===== config.mk =====
export PLATFORM = sky130hd
export DESIGN_NAME = dma_desc_loader
export DESIGN_NICKNAME = d
export VERILOG_FILES = /design/src/rtl/dmadesc_pkg.sv /design/src/rtl/dmadesc_addr.sv /design/src/rtl/dmadesc_seq.sv /design/src/rtl/dmadesc_regs.sv /design/src/rtl/dma_desc_loader.sv
export SDC_FILE = /design/constraint.sdc
export NUM_CORES = 1
export LEC_CHECK = 0
export ABC_AREA = 1
export ABC_CLOCK_PERIOD_IN_PS = 1450
export BUFFER_PORTS_ARGS = -buffer_cell sky130_fd_sc_hd__buf_2
export CELL_PAD_IN_SITES_DETAIL_PLACEMENT = 1
export CELL_PAD_IN_SITES_GLOBAL_PLACEMENT = 1
export CORE_MARGIN = 4
export CORE_UTILIZATION = 27
export DETAILED_ROUTE_END_ITERATION = 6
export HOLD_SLACK_MARGIN = 0.15
export PLACE_DENSITY = 0.71
export SYNTH_ARGS = -nofsm -noshare
export SYNTH_HDL_FRONTEND = slang
export SYNTH_SLANG_ARGS = --single-unit

===== constraint.sdc =====
create_clock -name clk -period 1.45 [get_ports clk]
set_input_delay 0.29 -clock clk [delete_from_list [all_inputs] [get_ports clk]]
set_output_delay 0.29 -clock clk [all_outputs]
set_load 0.005 [all_outputs]

===== src/rtl/dmadesc_pkg.sv =====
package dmadesc_pkg;
  typedef enum logic {ST_IDLE, ST_FETCH} load_st_e;

  // order in which descriptor words arrive
  localparam int WORD_NEXT = 0;
  localparam int WORD_SRC  = 1;
  localparam int WORD_DST  = 2;
  localparam int WORD_CMD  = 3;
  localparam int DESC_WORDS = 4;

  // control bit positions
  localparam int CMD_SRC_FLOW = 29;
  localparam int CMD_DST_FLOW = 28;
  localparam int CMD_START_IE = 22;
  localparam int PTR_BRANCH   = 1;
  localparam int PTR_LAST     = 0;
endpackage


===== src/rtl/dmadesc_addr.sv =====
module dmadesc_addr #(
  parameter int W          = 32,
  parameter int ALIGN_BITS = 4,
  parameter int BRANCH_OFS = 32
) (
  input  logic [W-1:0] ptr,
  input  logic         cmp,
  output logic [W-1:0] base
);
  import dmadesc_pkg::*;

  logic         take_branch;
  logic [W-1:0] aligned;
  logic         unused_low;

  assign take_branch = ptr[PTR_BRANCH] & cmp;
  assign aligned     = {ptr[W-1:ALIGN_BITS], {ALIGN_BITS{1'b0}}};
  assign base        = aligned + (take_branch ? W'(BRANCH_OFS) : '0);
  assign unused_low  = ^{ptr[PTR_LAST], ptr[ALIGN_BITS-1:2]};
endmodule


===== src/rtl/dmadesc_seq.sv =====
module dmadesc_seq #(
  parameter int W      = 32,
  parameter int NWORDS = 4,
  localparam int IDXW  = $clog2(NWORDS)
) (
  input  logic            clk,
  input  logic            rst_n,
  input  logic            req,
  input  logic [W-1:0]    base,
  input  logic            mem_ready,
  output logic            mem_valid,
  output logic [W-1:0]    mem_addr,
  output logic            busy,
  output logic            wr_en,
  output logic [IDXW-1:0] wr_idx,
  output logic            done
);
  import dmadesc_pkg::*;

  load_st_e        state_q, state_d;
  logic [IDXW-1:0] idx_q, idx_d;
  logic [W-1:0]    base_q, base_d;
  logic            done_q, done_d;
  logic            last_wr;
  logic            idx_en;

  always_comb begin
    state_d = state_q;
    idx_d   = idx_q;
    base_d  = base_q;
    idx_en  = 1'b0;
    wr_en   = (state_q == ST_FETCH) && mem_ready;
    last_wr = wr_en && (idx_q == IDXW'(NWORDS - 1));
    done_d  = last_wr;
    case (state_q)
      ST_IDLE: begin
        if (req) begin
          base_d  = base;
          idx_d   = '0;
          idx_en  = 1'b1;
          state_d = ST_FETCH;
        end
      end
      ST_FETCH: begin
        if (wr_en) begin
          idx_d  = idx_q + 1'b1;
          idx_en = 1'b1;
          if (last_wr) state_d = ST_IDLE;
        end
      end
      default: state_d = ST_IDLE;
    endcase
  end

  always_ff @(posedge clk or negedge rst_n) begin
    if (!rst_n) begin
      state_q <= ST_IDLE;
      idx_q   <= '0;
      base_q  <= '0;
      done_q  <= 1'b0;
    end else begin
      state_q <= state_d;
      done_q  <= done_d;
      if (idx_en) idx_q <= idx_d;
      if (state_q == ST_IDLE && req) base_q <= base_d;
    end
  end

  assign mem_valid = (state_q == ST_FETCH);
  assign mem_addr  = base_q + (W'(idx_q) << 2);
  assign busy      = (state_q == ST_FETCH);
  assign wr_idx    = idx_q;
  assign done      = done_q;

  AST_ADDR_HOLD: assert property (@(posedge clk) disable iff (!rst_n)
    (mem_valid && !mem_ready) |=> (mem_valid && $stable(mem_addr)));
  AST_ADDR_STEP: assert property (@(posedge clk) disable iff (!rst_n)
    (mem_valid && mem_ready && !last_wr) |=> (mem_valid && mem_addr == $past(mem_addr) + W'(4)));
  AST_DONE_ONE_CYCLE: assert property (@(posedge clk) disable iff (!rst_n)
    done |=> !done);
  AST_DONE_IDLE: assert property (@(posedge clk) disable iff (!rst_n)
    done |-> (!mem_valid && !busy));
  AST_REQ_IGNORED: assert property (@(posedge clk) disable iff (!rst_n)
    (mem_valid && !mem_ready && req) |=> (mem_valid && $stable(mem_addr)));
endmodule


===== src/rtl/dmadesc_regs.sv =====
module dmadesc_regs #(
  parameter int W      = 32,
  parameter int NWORDS = 4,
  localparam int IDXW  = $clog2(NWORDS)
) (
  input  logic                      clk,
  input  logic                      rst_n,
  input  logic                      wr_en,
  input  logic [IDXW-1:0]           wr_idx,
  input  logic [W-1:0]              rdata,
  output logic [NWORDS-1:0][W-1:0]  words,
  output logic                      start_set
);
  import dmadesc_pkg::*;

  logic [NWORDS-1:0][W-1:0] word_q, word_d;
  logic [NWORDS-1:0]        word_en;
  logic                     cmd_wr;
  logic                     start_q, start_d;

  assign cmd_wr = wr_en && (wr_idx == IDXW'(WORD_CMD));

  for (genvar g = 0; g < NWORDS; g++) begin : g_word
    always_comb begin
      word_d[g]  = word_q[g];
      word_en[g] = 1'b0;
      if (wr_en && wr_idx == IDXW'(g)) begin
        word_d[g]  = rdata;
        word_en[g] = 1'b1;
      end
      if (g == WORD_SRC && cmd_wr && rdata[CMD_SRC_FLOW]) begin
        word_d[g][1:0] = 2'b00;
        word_en[g]     = 1'b1;
      end
      if (g == WORD_DST && cmd_wr && rdata[CMD_DST_FLOW]) begin
        word_d[g][1:0] = 2'b00;
        word_en[g]     = 1'b1;
      end
    end

    always_ff @(posedge clk or negedge rst_n) begin
      if (!rst_n)          word_q[g] <= '0;
      else if (word_en[g]) word_q[g] <= word_d[g];
    end
  end

  assign start_d = cmd_wr && rdata[CMD_START_IE];

  always_ff @(posedge clk or negedge rst_n) begin
    if (!rst_n) start_q <= 1'b0;
    else        start_q <= start_d;
  end

  assign words     = word_q;
  assign start_set = start_q;

  AST_NEXT_LOAD: assert property (@(posedge clk) disable iff (!rst_n)
    (wr_en && wr_idx == IDXW'(WORD_NEXT)) |=> (words[WORD_NEXT] == $past(rdata)));
  AST_SRC_ALIGN: assert property (@(posedge clk) disable iff (!rst_n)
    (cmd_wr && rdata[CMD_SRC_FLOW]) |=> (words[WORD_SRC][1:0] == 2'b00));
  AST_DST_ALIGN: assert property (@(posedge clk) disable iff (!rst_n)
    (cmd_wr && rdata[CMD_DST_FLOW]) |=> (words[WORD_DST][1:0] == 2'b00));
  AST_START_PULSE: assert property (@(posedge clk) disable iff (!rst_n)
    (cmd_wr && rdata[CMD_START_IE]) |=> start_set);
  AST_START_ONLY_AFTER_CMD: assert property (@(posedge clk) disable iff (!rst_n)
    start_set |-> $past(cmd_wr));
endmodule


===== src/rtl/dma_desc_loader.sv =====
module dma_desc_loader #(
  parameter int W          = 32,
  parameter int ALIGN_BITS = 4,
  parameter int BRANCH_OFS = 32
) (
  input  logic         clk,
  input  logic         rst_n,
  input  logic         fetch_req,
  input  logic [W-1:0] cur_ptr,
  input  logic         cmp_flag,
  output logic [W-1:0] mem_addr,
  output logic         mem_valid,
  input  logic         mem_ready,
  input  logic [W-1:0] mem_rdata,
  output logic [W-1:0] chan_next,
  output logic [W-1:0] chan_src,
  output logic [W-1:0] chan_dst,
  output logic [W-1:0] chan_cmd,
  output logic         chain_end,
  output logic         start_set,
  output logic         busy,
  output logic         done
);
  import dmadesc_pkg::*;

  localparam int NWORDS = DESC_WORDS;
  localparam int IDXW   = $clog2(NWORDS);

  logic [W-1:0]             base;
  logic                     wr_en;
  logic [IDXW-1:0]          wr_idx;
  logic [NWORDS-1:0][W-1:0] words;

  dmadesc_addr #(.W(W), .ALIGN_BITS(ALIGN_BITS), .BRANCH_OFS(BRANCH_OFS)) u_addr (
    .ptr  (cur_ptr),
    .cmp  (cmp_flag),
    .base (base)
  );

  dmadesc_seq #(.W(W), .NWORDS(NWORDS)) u_seq (
    .clk       (clk),
    .rst_n     (rst_n),
    .req       (fetch_req),
    .base      (base),
    .mem_ready (mem_ready),
    .mem_valid (mem_valid),
    .mem_addr  (mem_addr),
    .busy      (busy),
    .wr_en     (wr_en),
    .wr_idx    (wr_idx),
    .done      (done)
  );

  dmadesc_regs #(.W(W), .NWORDS(NWORDS)) u_regs (
    .clk       (clk),
    .rst_n     (rst_n),
    .wr_en     (wr_en),
    .wr_idx    (wr_idx),
    .rdata     (mem_rdata),
    .words     (words),
    .start_set (start_set)
  );

  assign chan_next = words[WORD_NEXT];
  assign chan_src  = words[WORD_SRC];
  assign chan_dst  = words[WORD_DST];
  assign chan_cmd  = words[WORD_CMD];
  assign chain_end = words[WORD_NEXT][PTR_LAST];

  AST_START_WITH_DONE: assert property (@(posedge clk) disable iff (!rst_n)
    start_set |-> done);
  AST_FIRST_ALIGNED: assert property (@(posedge clk) disable iff (!rst_n)
    ($rose(mem_valid)) |-> (mem_addr[ALIGN_BITS-1:0] == '0));
endmodule


=== Yosys cells after proc, flatten, opt, wreduce, memory -nomap -nowiden ===
Cells that the tools add are included.

* Register bits after elaboration: 165
* Input port bits: 69
* Output and inout port bits: 165
* Logic and storage cells: 61

* Add/sub/neg operators: 3
* Eq/ne operators: 5
* Muxes and demuxes: 20
* Bitwise operators: 2
* Reductions and logical operators: 20

{| class="wikitable"
|+ Operators by type and width
! operator !! count
|-
| 32-bit adder || 1
|-
| 32-bit by 4-bit adder with 32-bit output || 1
|-
| 2-bit 2-to-1 mux || 6
|-
| 2-bit AND reduction || 6
|-
| 1-bit 2-to-1 mux || 10
|-
| 1-bit logical AND || 9
|-
| 6-bit 2-to-1 mux || 1
|-
| 3-bit AND reduction || 2
|-
| 2-bit == test (second input constant) || 2
|-
| 1-bit case mux with 2 select lines || 2
|-
| 2-bit case mux with 2 select lines || 1
|-
| 2-bit nonzero test || 2
|-
| 2-bit by 1-bit adder with 2-bit output (second input constant) || 1
|-
| 2-bit by 1-bit == test with 1-bit output (second input constant) || 1
|-
| 2-bit zero test || 1
|-
| 2-bit by 1-bit inequality test with 1-bit output (second input constant) || 1
|-
| 2-bit inequality test (second input constant) || 1
|-
| 1-bit AND || 1
|-
| 1-bit inverter || 1
|}

=== Depth between registers and ports, before layout ===
Gate-level depths: netlist of the first run.

* Depth in word-level cells: 5
* Mapped depth: 12
* Depth with buffers taken out: 12

=== By module ===
Synthesis of the first run repeated with hierarchy kept, for this count alone.

* Cells, all modules: 886
* Area total of the unflattened synthesis: 7747.4 µm²

{| class="wikitable"
|+ By module, submodules not included
! module !! instances !! cells an instance !! area an instance (µm²) !! sequential area each (µm²)
|-
| dmadesc_regs || 1 || 458 || 4685.7 || 3228.1
|-
| dmadesc_seq || 1 || 268 || 2238.4 || 900.9
|-
| dmadesc_addr || 1 || 159 || 815.8 || 0.0
|-
| dma_desc_loader || 1 || 1 || 7.5 || 0.0
|}

=== Worst setup path after synthesis of the first run ===
OpenSTA, ideal clock, no wires.

* Path type: input -> register
* Start: in cur_ptr[1]
* End: reg u_seq.base_q[25]
* Setup time: 0.117 ns
* Arrival: 1.365 ns
* Required time: 1.333 ns
* Path slack: -0.033 ns
* Stages on the path: 11
* Buffers on the path: 0
* Path through: nand2_1 > inv_1 > ha_1 > ha_1 > nand2_2 > nor2_4 > nand2_4 > nor2_4 > nand3_1 > nand3_1 > nand2_1

* Word-level cells in the longest chain between the ends: 3

{| class="wikitable"
|+ RTL lines
! item !! RTL line !! RTL
|-
| from (decl) || dma_desc_loader.sv:9 || <nowiki>input logic [W-1:0] cur_ptr,</nowiki>
|-
| 1-bit AND || dmadesc_addr.sv:16 || <nowiki>assign take_branch = ptr[PTR_BRANCH] & cmp;</nowiki>
|-
| 6-bit 2-to-1 mux || dmadesc_addr.sv:18 || <nowiki>assign base = aligned + (take_branch ? W'(BRANCH_OFS) : '0);</nowiki>
|-
| 32-bit adder || dmadesc_addr.sv:18 ||
|-
| to (signal assigned) || dmadesc_seq.sv:65 || <nowiki>if (state_q == ST_IDLE && req) base_q <= base_d;</nowiki>
|-
| to (decl) || dmadesc_seq.sv:22 || <nowiki>logic [W-1:0] base_q, base_d;</nowiki>
|}

Every way passes these cells.
A chain may end at the register's enable or synchronous reset.

=== Worst setup path after layout of the first run ===
* Start: reg u_seq.idx_q[0], in the netlist u_seq.wr_idx[0]
* End: reg u_regs.word_q (netlist bit u_regs.words[103])

* Word-level cells in the longest chain between the ends: 4

{| class="wikitable"
|+ RTL lines
! item !! RTL line !! RTL
|-
| from (decl) || dmadesc_seq.sv:21 || <nowiki>logic [IDXW-1:0] idx_q, idx_d;</nowiki>
|-
| from (signal assigned) || dmadesc_seq.sv:64 || <nowiki>if (idx_en) idx_q <= idx_d;</nowiki>
|-
| 2-bit == test * || - ||
|-
| 1-bit logical AND * || - ||
|-
| net u_regs.cmd_wr || dmadesc_regs.sv:18 || <nowiki>logic cmd_wr;</nowiki>
|-
| 1-bit 2-to-1 mux || dmadesc_regs.sv:27 || <nowiki>if (wr_en && wr_idx == IDXW'(g)) begin</nowiki>
|-
| 2-bit AND reduction (no source line) * || - ||
|-
| to (signal, indexed assignment) || dmadesc_regs.sv:43 || <nowiki>else if (word_en[g]) word_q[g] <= word_d[g];</nowiki>
|-
| to (decl) || dmadesc_regs.sv:16 || <nowiki>logic [NWORDS-1:0][W-1:0] word_q, word_d;</nowiki>
|}

Mark *: on every way through the listed nets, which the timed path passes. The rest lies on a longest branch.

==> impl_metrics.yaml, run 1 <==
sta:
  fin_skew_ns: 0.01430
  hold_slack_ns: 0.1720
  fin_crit_ns: 1.362
  fin_setup_tns_ns: 0
  fmax_mhz: 734.2
  grt_setup_unrepaired: "true"
  setup_violations: 0
  hold_viol: 0
  maxSlewViolCount: 0
  finalCritPeriodShare_pct: 93.93
logic_synthesis:
  synth_top_family_by_area: "simple AND/OR/NAND/NOR gates"
  synth_fa_ha_area_share_pct: 1.300
  synth_compound_area_share_pct: 10.92
  postSynthCellCount: 748
  synth-seq-cells: 161
  yosysSeqAreaShare_pct: 59.81
  syn_area_um2: 6736
  ys_types: 25
  yosys_warnings: 0
  synth_xor_area_share_pct: 0.7801
  synthSimpleGateAreaFrac_pct: 20.62
  syn_area_per_cell_um2: 9.006
  synth.area.mux_share_pct: 0
floorplan:
  core.rowCount: 57
  io_pins: 234
  start_util_pct: 27.54
  die_w_um: 166.0
  coreArea_um2: 24460
  die_h_um: 166.0
  design.die.area_um2: 27540
power:
  ir_drop_uv: 631.0
  pwr_density_cell_nw_per_um2: 2035
  leakage_nw: 4.918
  p_total_mw: 18.74
grt:
  grt_usage_pct: 15.59
  grt-ovfl-total: 0
  grt_pass1_vias: 6265
  grt_max_degree: 51
  grt_pass1_wl_mm: 34.99
  antenna_found_initial: 3
run:
  cap_violations: 0
placement:
  place_area_um2: 8446
  place_congestion: 0.8227
  hpwl_mm: 15.92
  io_buffers: 228
  dpl.cell_count: 1293
drt:
  dr.pass1.iters: 4
  drc: 0
  routedWlPerCell_um: 16.50
  antenna_left: 0
  first_iter_violations: 331
  vias: 5927
  wl_mm: 22.04
  via_per_inst: 4.436
clock_tree:
  cts_buffers: 17
  cts.sinks: 161
  cts_tree: "built"
  htree_levels: 4
  clock_latency_ns: 0.42
  cts-root-buf: "clkbuf_16"
  clkTransAtPathRegs_ns: 0.07
  clk_path_buf_depth: 2
worst_setup_path:
  start_kind: "flop"
  path_common_cell: "inv_2"
  critPathMaxStageDelay_ns: 0.42
  slowest_stage: "dfrtp_1"
  path_class: "flop to flop"
  cp_max_fo: 47
  endpoint_kind: "flop"
  critical_path.cell_chain: "ha_1 -> inv_2 -> nor2_4 -> inv_2 -> buf_12 -> nand2_1 -> o21ai_1"
  r2r_cells: 7
  cp.required_ns: 1.79
  path_buf_inv: 3
  worstPathArrival_ns: 1.71
  cp.depth: 7
  cp_top_family: "flip-flops"
layout:
  drive_gt1_share_pct: 32.31
  instances_no_fill: 1336
  syn2layout_area_growth_pct: 36.74
  antenna_cells: 0
  fill_cells: 2941
  fin_area_um2: 9211
  nets: 1075
status:
  status: "finished clean"
min_path:
  hp-class: "input pin to flop"
  whs_path_depth: 3
==> worst reg2reg max path, cell delays in order (launching register included) <==
cell	delay [ns]
dfrtp_1	0.42
ha_1	0.22
inv_2	0.06
nor2_4	0.05
inv_2	0.10
buf_12	0.24
nand2_1	0.11
o21ai_1	0.09
==> registers in the layout (all words and copies together), names as in the netlist <==
register,cells
u_regs.start_set,1
u_seq.base_q,28
u_regs.words,128
u_seq.done,1
u_seq.wr_idx,2
u_seq.busy,1
==> cell families (layout without fill, tap and decap cells) <==
logic type / count (synthesis) / after routing
compound gates: 145 / 145
buf+inv: 102 / 365
simple gates: 326 / 326
flops: 161 / 161
other cells: 1 / 2
xor+xnor: 6 / 6
fa+ha+maj: 7 / 7
==> stage by stage <==
step           setup WS, ns  util (%)
3_3_place_gp        -0.1490     34.53
3_5_place_dp        -0.2101     34.53
2_1_floorplan       0.01220         -
5_1_grt          -0.0006485     37.66
6_report            0.08802     37.66
4_1_cts            0.005703     37.12
==> area by class of cell <==
class / count / area, um^2 / area share, %
clock buffer: 18 / 439.2 / 4.768
clock inverter: 14 / 146.4 / 1.589
inverter: 69 / 261.5 / 2.839
multi-input combinational: 486 / 2331 / 25.31
sequential: 161 / 4029 / 43.74
tap: 324 / 405.4 / 4.401
timing repair buffer: 264 / 1599 / 17.36
==> layout by cell type (no fill, tap or decap), drive strengths merged <==
master       netlist  routed
inv               69      75
or2                3       3
clkinv             0       5
clkinvlp           0       3
dlygate4sd3        0       5
nand2            253     253
nand3             31      31
a21oi              4       4
o21ai            137     137
xor2               5       5
nor2              38      38
ha                 7       7
clkbuf             3      21
conb               1       2
nand4              1       1
xnor2              1       1
dfrtp            161     161
o21bai             4       4
buf               30     256
==> what timing repair did <==
| item | in CTS | in global routing |
|---|---|---|
| endpoints found under the hold margin | 150 | 0 |
| buffers inserted | 0 | 3 |
| gates resized for setup | 0 | 10 |
| hold buffers | 5 | 0 |
| endpoints found under the setup margin | 0 | 87 |
==> power by group <==
| part | leakage, nW | switching, mW | internal [mW] |
|---|---|---|---|
| Sequential | 2.01 | 1.10 | 6.53 |
| Clock | 0.278 | 2.15 | 2.34 |
| Combinational | 2.63 | 3.65 | 2.97 |
| Total | 4.92 | 6.90 | 11.8 |
==> synthesized netlist by cell type, drive strengths merged <==
cell type | count | area share (%)
nor2 | 38 | 3.3
conb | 1 | 0.056
xnor2 | 1 | 0.13
or2 | 3 | 0.28
nand2 | 253 | 15
ha | 7 | 1.3
buf | 30 | 2.5
dfrtp | 161 | 60
nand4 | 1 | 0.093
o21ai | 137 | 10
o21bai | 4 | 0.45
nand3 | 31 | 2.3
clkbuf | 3 | 0.17
a21oi | 4 | 0.30
inv | 69 | 3.8
xor2 | 5 | 0.65
==> layer usage <==
| metal | wire length [um] | track usage (%) |
|---|---|---|
| met5 | 39 | 0 |
| met4 | 305 | 3.981 |
| met3 | 1767 | 5.689 |
| met2 | 10340 | 25.44 |
| met1 | 9591 | 19.73 |
==> final timing paths <==
path | start | endpoint | slack (ns)
max in group asynchronous | rst_n | u_regs.words[54] | 0.53
hold reg to reg | u_seq.base_q[6] | u_seq.base_q[6] | 0.48
setup reg to reg | u_seq.wr_idx[0] | u_regs.words[103] | 0.09
hold / removal | mem_rdata[27] | u_regs.words[27] | 0.17
min in group asynchronous | rst_n | u_regs.words[104] | 0.34
setup / recovery | u_seq.wr_idx[0] | u_regs.words[103] | 0.09
Power figures use the tool's default switching activity.
==> run 2, diff against run 1 <==
--- a/config.mk
+++ b/config.mk
@@ -6,7 +6,7 @@
 export NUM_CORES = 1
 export LEC_CHECK = 0
 export ABC_AREA = 1
-export ABC_CLOCK_PERIOD_IN_PS = 1450
+export ABC_CLOCK_PERIOD_IN_PS = 1200
 export BUFFER_PORTS_ARGS = -buffer_cell sky130_fd_sc_hd__buf_2
 export CELL_PAD_IN_SITES_DETAIL_PLACEMENT = 1
 export CELL_PAD_IN_SITES_GLOBAL_PLACEMENT = 1
@@ -14,7 +14,7 @@
 export CORE_UTILIZATION = 27
 export DETAILED_ROUTE_END_ITERATION = 6
 export HOLD_SLACK_MARGIN = 0.15
-export PLACE_DENSITY = 0.71
+export PLACE_DENSITY = 0.73
 export SYNTH_ARGS = -nofsm -noshare
 export SYNTH_HDL_FRONTEND = slang
 export SYNTH_SLANG_ARGS = --single-unit
==> constraint.sdc (replaced) <==
create_clock -name clk -period 1.2 [get_ports clk]
set_input_delay 0.24 -clock clk [delete_from_list [all_inputs] [get_ports clk]]
set_output_delay 0.24 -clock clk [all_outputs]
set_load 0.005 [all_outputs]
==> run 2 against run 1 <==
Core utilization grew 9.8 points; sequential cell count is the same; first-iteration DRC count grew 66%; register-to-register slack lost 0.32 ns; critical path depth is the same; setup slack lost 0.32 ns; the run now ends with negative setup slack left; maximum frequency shrank 5.0%; highest routed layer is now met4; via count grew 21%; hold slack lost 0.017 ns; wire length grew 41%.
==> impl_metrics.yaml, run 2 (synthesis gave the netlist of run 1 again) <==
sta:
  fmax_mhz: 697.5
  fin_skew_ns: 0.01118
  fin_setup_tns_ns: -20.41
  setup_violations: 206
  fin_crit_ns: 1.434
  grt_setup_unrepaired: "true"
  maxSlewViolCount: 0
  hold_slack_ns: 0.1553
  finalCritPeriodShare_pct: 119.5
  hold_viol: 0
  final.setup.worst_slack_ns: -0.2337
layout:
  syn2layout_area_growth_pct: 72.27
  nets: 1252
  largest_register_ffs: 128
  layout_common_cells: "nand2_1, buf_2, dfrtp_1"
  final_common_cell: "nand2_1"
  antenna_cells: 0
  drive_gt1_share_pct: 45.88
  fin_area_um2: 11600
  instances_no_fill: 1512
drt:
  drc: 0
  wl_mm: 30.97
  antenna_left: 0
  via_per_inst: 4.743
  dr.pass1.iters: 5
  vias: 7172
  first_iter_violations: 549
  routedWlPerCell_um: 20.48
floorplan:
  start_util_pct: 27.54
  die_w_um: 166.0
  die_h_um: 166.0
  design.die.area_um2: 27540
  core.rowCount: 57
  coreArea_um2: 24460
  io_pins: 234
placement:
  hpwl_mm: 16.24
  io_buffers: 228
  place_congestion: 0.8067
  place_area_um2: 8735
  dpl.cell_count: 1326
grt:
  antenna_found_initial: 0
  grt-ovfl-total: 0
  grt_usage_pct: 18.93
  grt_pass1_wl_mm: 41.21
  grt_max_degree: 53
  grt_pass1_vias: 7024
power:
  clkPwrFrac_pct: 21.0
  share_seq_of_total_power_pct: 32.6
  ir_drop_uv: 1245
  leakage_nw: 6.112
  swShare_pct: 36.84
  switchingPower_mw: 10.84
  p_int_mw: 18.60
  pwr_density_cell_nw_per_um2: 2537
  p_comb_share_pct: 46.4
worst_setup_path:
  cp_top_family: "flip-flops"
  cp.required_ns: 1.55
  critical_path.cell_chain: "buf_6 -> ha_4 -> nand2_8 -> buf_6 -> buf_16 -> nand2_2 -> o21ai_1"
  worstPathArrival_ns: 1.78
  path_common_cell: "buf_6"
  path_class: "flop to flop"
  critPathMaxStageDelay_ns: 0.46
  endpoint_kind: "flop"
  start_kind: "flop"
  slowest_stage: "dfrtp_2"
  cp_max_fo: 6
  path_buf_inv: 3
run:
  cap_violations: 0
clock_tree:
  cts_buffers: 17
  htree_levels: 4
  cts-root-buf: "clkbuf_16"
  clk_path_buf_depth: 2
  clock_latency_ns: 0.43
  cts_tree: "built"
  clkTransAtPathRegs_ns: 0.08
  cts.sinks: 161
status:
  status: "finished, violations left"
  failed_checks: "negative setup slack"
min_path:
  hp-class: "input pin to flop"
[run 2: repair_timing]
item,CTS,global route
setup buffers,25,77
endpoints found under the hold margin,253,0
hold buffers,34,0
gates cloned,13,8
resized for setup,102,75
pin swaps,5,9
endpoints found under the setup margin,195,316
[run 2: layer usage]
metal | global-route usage (%) | vias up | part of all wire [%]
li1 | - | 3226 | -
met1 | 22.63 | 3595 | 38
met2 | 33.11 | 303 | 52
met3 | 6.641 | 48 | 7.5
met4 | 3.910 | 0 | 2.3
met5 | 0 | - | 0
[run 2: path summary, 6_finish.rpt]
kind	from	to	slack (ns)	depth (start not counted)
worst max-delay path	u_seq.wr_idx[0]	u_regs.words[40]	-0.23	7
worst min-delay path	cur_ptr[7]	u_seq.base_q[7]	0.16	3
worst max register to register	u_seq.wr_idx[0]	u_regs.words[40]	-0.23	7
worst min register to register	u_seq.base_q[5]	u_seq.base_q[5]	0.48	2
max in group asynchronous	rst_n	u_regs.words[126]	0.42	3
min in group asynchronous	rst_n	u_regs.words[40]	0.22	2
[run 2: stage by stage]
stage	worst slack (ns)	util [%]	power [mW]
after global placement	-0.3800	35.71	17.03
after floorplan	-0.1673	-	12.68
after detailed placement	-0.4200	35.71	17.39
after CTS	-0.1561	43.44	26.10
final	-0.2337	47.44	29.44
after global routing	-0.3102	47.44	31.08
[run 2: layout make-up]
type	count	area [um^2]
sequential	161	4033
clock buffer	17	425.4
inverter	69	279.0
multi-input combinational	487	2705
fill	2784	12860
timing repair buffer	440	3537
tap	324	405.4
clock inverter	14	220.2
[run 2: power groups by stage]
stage	logic, mW	registers [mW]	clock network [mW]
2_1_floorplan	3.24	9.44	0
3_3_place_gp	7.78	9.25	0
3_5_place_dp	8.06	9.33	0
4_1_cts	10.5	9.34	6.22
5_1_grt	14.7	9.83	6.57
6_report	13.7	9.60	6.19
[run 2: worst min-delay path: cells and delay by family]
family | cells | cell delay, ns
AND/OR/NAND/NOR | 1 | 0.09
AO/OA/AOI/OAI | 1 | 0.07
buffers and inverters | 1 | 0.14
==> run 3, diff against run 2 <==
--- a/config.mk
+++ b/config.mk
@@ -6,15 +6,15 @@
 export NUM_CORES = 1
 export LEC_CHECK = 0
 export ABC_AREA = 1
-export ABC_CLOCK_PERIOD_IN_PS = 1200
+export ABC_CLOCK_PERIOD_IN_PS = 1500
 export BUFFER_PORTS_ARGS = -buffer_cell sky130_fd_sc_hd__buf_2
 export CELL_PAD_IN_SITES_DETAIL_PLACEMENT = 1
 export CELL_PAD_IN_SITES_GLOBAL_PLACEMENT = 1
-export CORE_MARGIN = 4
+export CORE_MARGIN = 5
 export CORE_UTILIZATION = 27
 export DETAILED_ROUTE_END_ITERATION = 6
 export HOLD_SLACK_MARGIN = 0.15
-export PLACE_DENSITY = 0.73
+export PLACE_DENSITY = 0.71
 export SYNTH_ARGS = -nofsm -noshare
 export SYNTH_HDL_FRONTEND = slang
 export SYNTH_SLANG_ARGS = --single-unit
==> constraint.sdc (replaced) <==
create_clock -name clk -period 1.5 [get_ports clk]
set_input_delay 0.15 -clock clk [delete_from_list [all_inputs] [get_ports clk]]
set_output_delay 0.15 -clock clk [all_outputs]
set_load 0.005 [all_outputs]
==> run 3 against run 2 <==
The flow now finishes without violations; count of clock-buffer cells in the layout grew 1; final area shrank 17%; via count shrank 15%; maximum frequency grew 2.8%; sequential share of layout area grew 7.2 points; first-iteration DRC count shrank 21%; critical path depth is the same; non-clock buffer count shrank 135; combinational power shrank 55%; core utilization shrank 8.2 points; hold slack lost 0.0016 ns; clock skew is essentially flat; critical path type unchanged; largest power group is now sequential cells.
==> impl_metrics.yaml, run 3 (synthesis gave the netlist of run 1 again) <==
sta:
  setup_violations: 0
  maxSlewViolCount: 0
  fmax_mhz: 717.3
  fin_crit_ns: 1.394
  fin_skew_ns: 0.01091
  relSlewSlack_pct: 60.44
  worst_pin_slew_ns: 0.5925
  finalCritPeriodShare_pct: 92.95
  hold_viol: 0
  grt_setup_unrepaired: "false"
  final.setup.worst_slack_ns: 0.1058
  fin_setup_tns_ns: 0
  hold_slack_ns: 0.1537
drt:
  via_per_inst: 4.442
  dr.pass1.iters: 4
  drc: 0
  vias: 6116
  routedWlPerCell_um: 16.13
  wl_mm: 22.21
  first_iter_violations: 431
  antenna_left: 0
worst_setup_path:
  endpoint_kind: "flop"
  r2r_cells: 7
  reg2reg_to: "u_regs.words[113]"
  cp_max_fo: 37
  r2r-start: "u_seq.wr_idx[1]"
  start_kind: "flop"
  critPathCapture: "u_regs.words[113]"
  r2r_slack_ns: 0.11
  path_class: "flop to flop"
  startpoint: "u_seq.wr_idx[1]"
  worstPathArrival_ns: 1.69
  cp.required_ns: 1.79
clock_tree:
  cts_buffers: 17
  clock_latency_ns: 0.42
  htree_levels: 4
  cts_tree: "built"
  clk_path_buf_depth: 2
  cts.sinks: 161
  cts-root-buf: "clkbuf_16"
  clkTransAtPathRegs_ns: 0.07
floorplan:
  coreArea_um2: 24460
  io_pins: 234
  core.rowCount: 57
  start_util_pct: 27.54
  design.die.area_um2: 28210
  die_w_um: 168.0
  die_h_um: 168.0
grt:
  grt_max_degree: 63
  antenna_found_initial: 0
  grt_pass1_vias: 6397
  grt_usage_pct: 15.72
  grt_pass1_wl_mm: 35.53
  grt-ovfl-total: 0
layout:
  nets: 1116
  drive_gt1_share_pct: 29.15
  fill_cells: 2906
  syn2layout_area_growth_pct: 42.53
  layout_common_cells: "nand2_1, buf_2, dfrtp_1"
  fin_util_pct: 39.25
  final_common_cell: "nand2_1"
  antenna_cells: 0
  largest_register_ffs: 128
  fin_area_um2: 9602
placement:
  dp_slack_ns: -0.1571
  hpwl_mm: 15.99
  io_buffers: 228
  place_area_um2: 8343
  place_congestion: 0.8296
status:
  status: "finished clean"
run:
  cap_violations: 0
min_path:
  hp-class: "input pin to async pin"
power:
  pwr_density_cell_nw_per_um2: 1874
  leakage_nw: 5.050
  ir_drop_uv: 984.5
## run 3: worst min-delay path by stage
stage                   endpoint  slack, ns
3_3_place_gp    u_regs.words[77]       0.03
2_1_floorplan   u_regs.start_set      -0.15
4_1_cts          u_seq.base_q[5]       0.20
3_5_place_dp    u_regs.words[77]       0.04
6_report       u_regs.words[117]       0.15
5_1_grt        u_regs.words[117]       0.16
## run 3: stage by stage
step | instances | power [mW]
after floorplan | 749 | 10.14
after global placement | 1282 | 13.37
after detailed placement | 1282 | 13.63
after CTS | 1378 | 18.31
after global routing | 1377 | 19.41
final | 1377 | 18.00
## run 3: what timing repair did
action	4_1_cts	5_1_grt
buffers inserted	0	1
gates resized for setup	0	6
hold buffers	64	0
hold endpoints to repair	321	0
endpoints found under the setup margin	0	21
## run 3: metal layers
layer	share of wire [%]	vias to the layer above	GRT usage [%]
li1	-	2967	-
met1	44	2947	20.43
met2	48	188	26.40
met3	7.3	14	4.314
met4	1.2	0	3.317
met5	0	-	0
## run 3: final cells by class
cell class                 instances  area, um^2  share of cell area (%)
clock buffer                      18       439.2                   4.574
clock inverter                    14       166.4                   1.733
inverter                          69       259.0                   2.697
multi-input combinational        486        2290                   23.85
sequential                       161        4029                   41.96
tap                              324       405.4                   4.222
timing repair buffer             305        2013                   20.97
## run 3: critical path, stage by stage (launching register included)
cell,delay (ns)
dfrtp_1,0.41
ha_1,0.17
inv_1,0.05
nor2_2,0.21
inv_2,0.10
buf_12,0.18
nand2_1,0.08
o21ai_1,0.06
## run 3: report_power, final
| part | switching [mW] | leakage [nW] | total [mW] | internal [mW] |
|---|---|---|---|---|
| logic | 3.38 | 2.74 | 6.16 | 2.78 |
| clock network | 2.00 | 0.291 | 4.43 | 2.43 |
| registers | 1.10 | 2.01 | 7.41 | 6.31 |
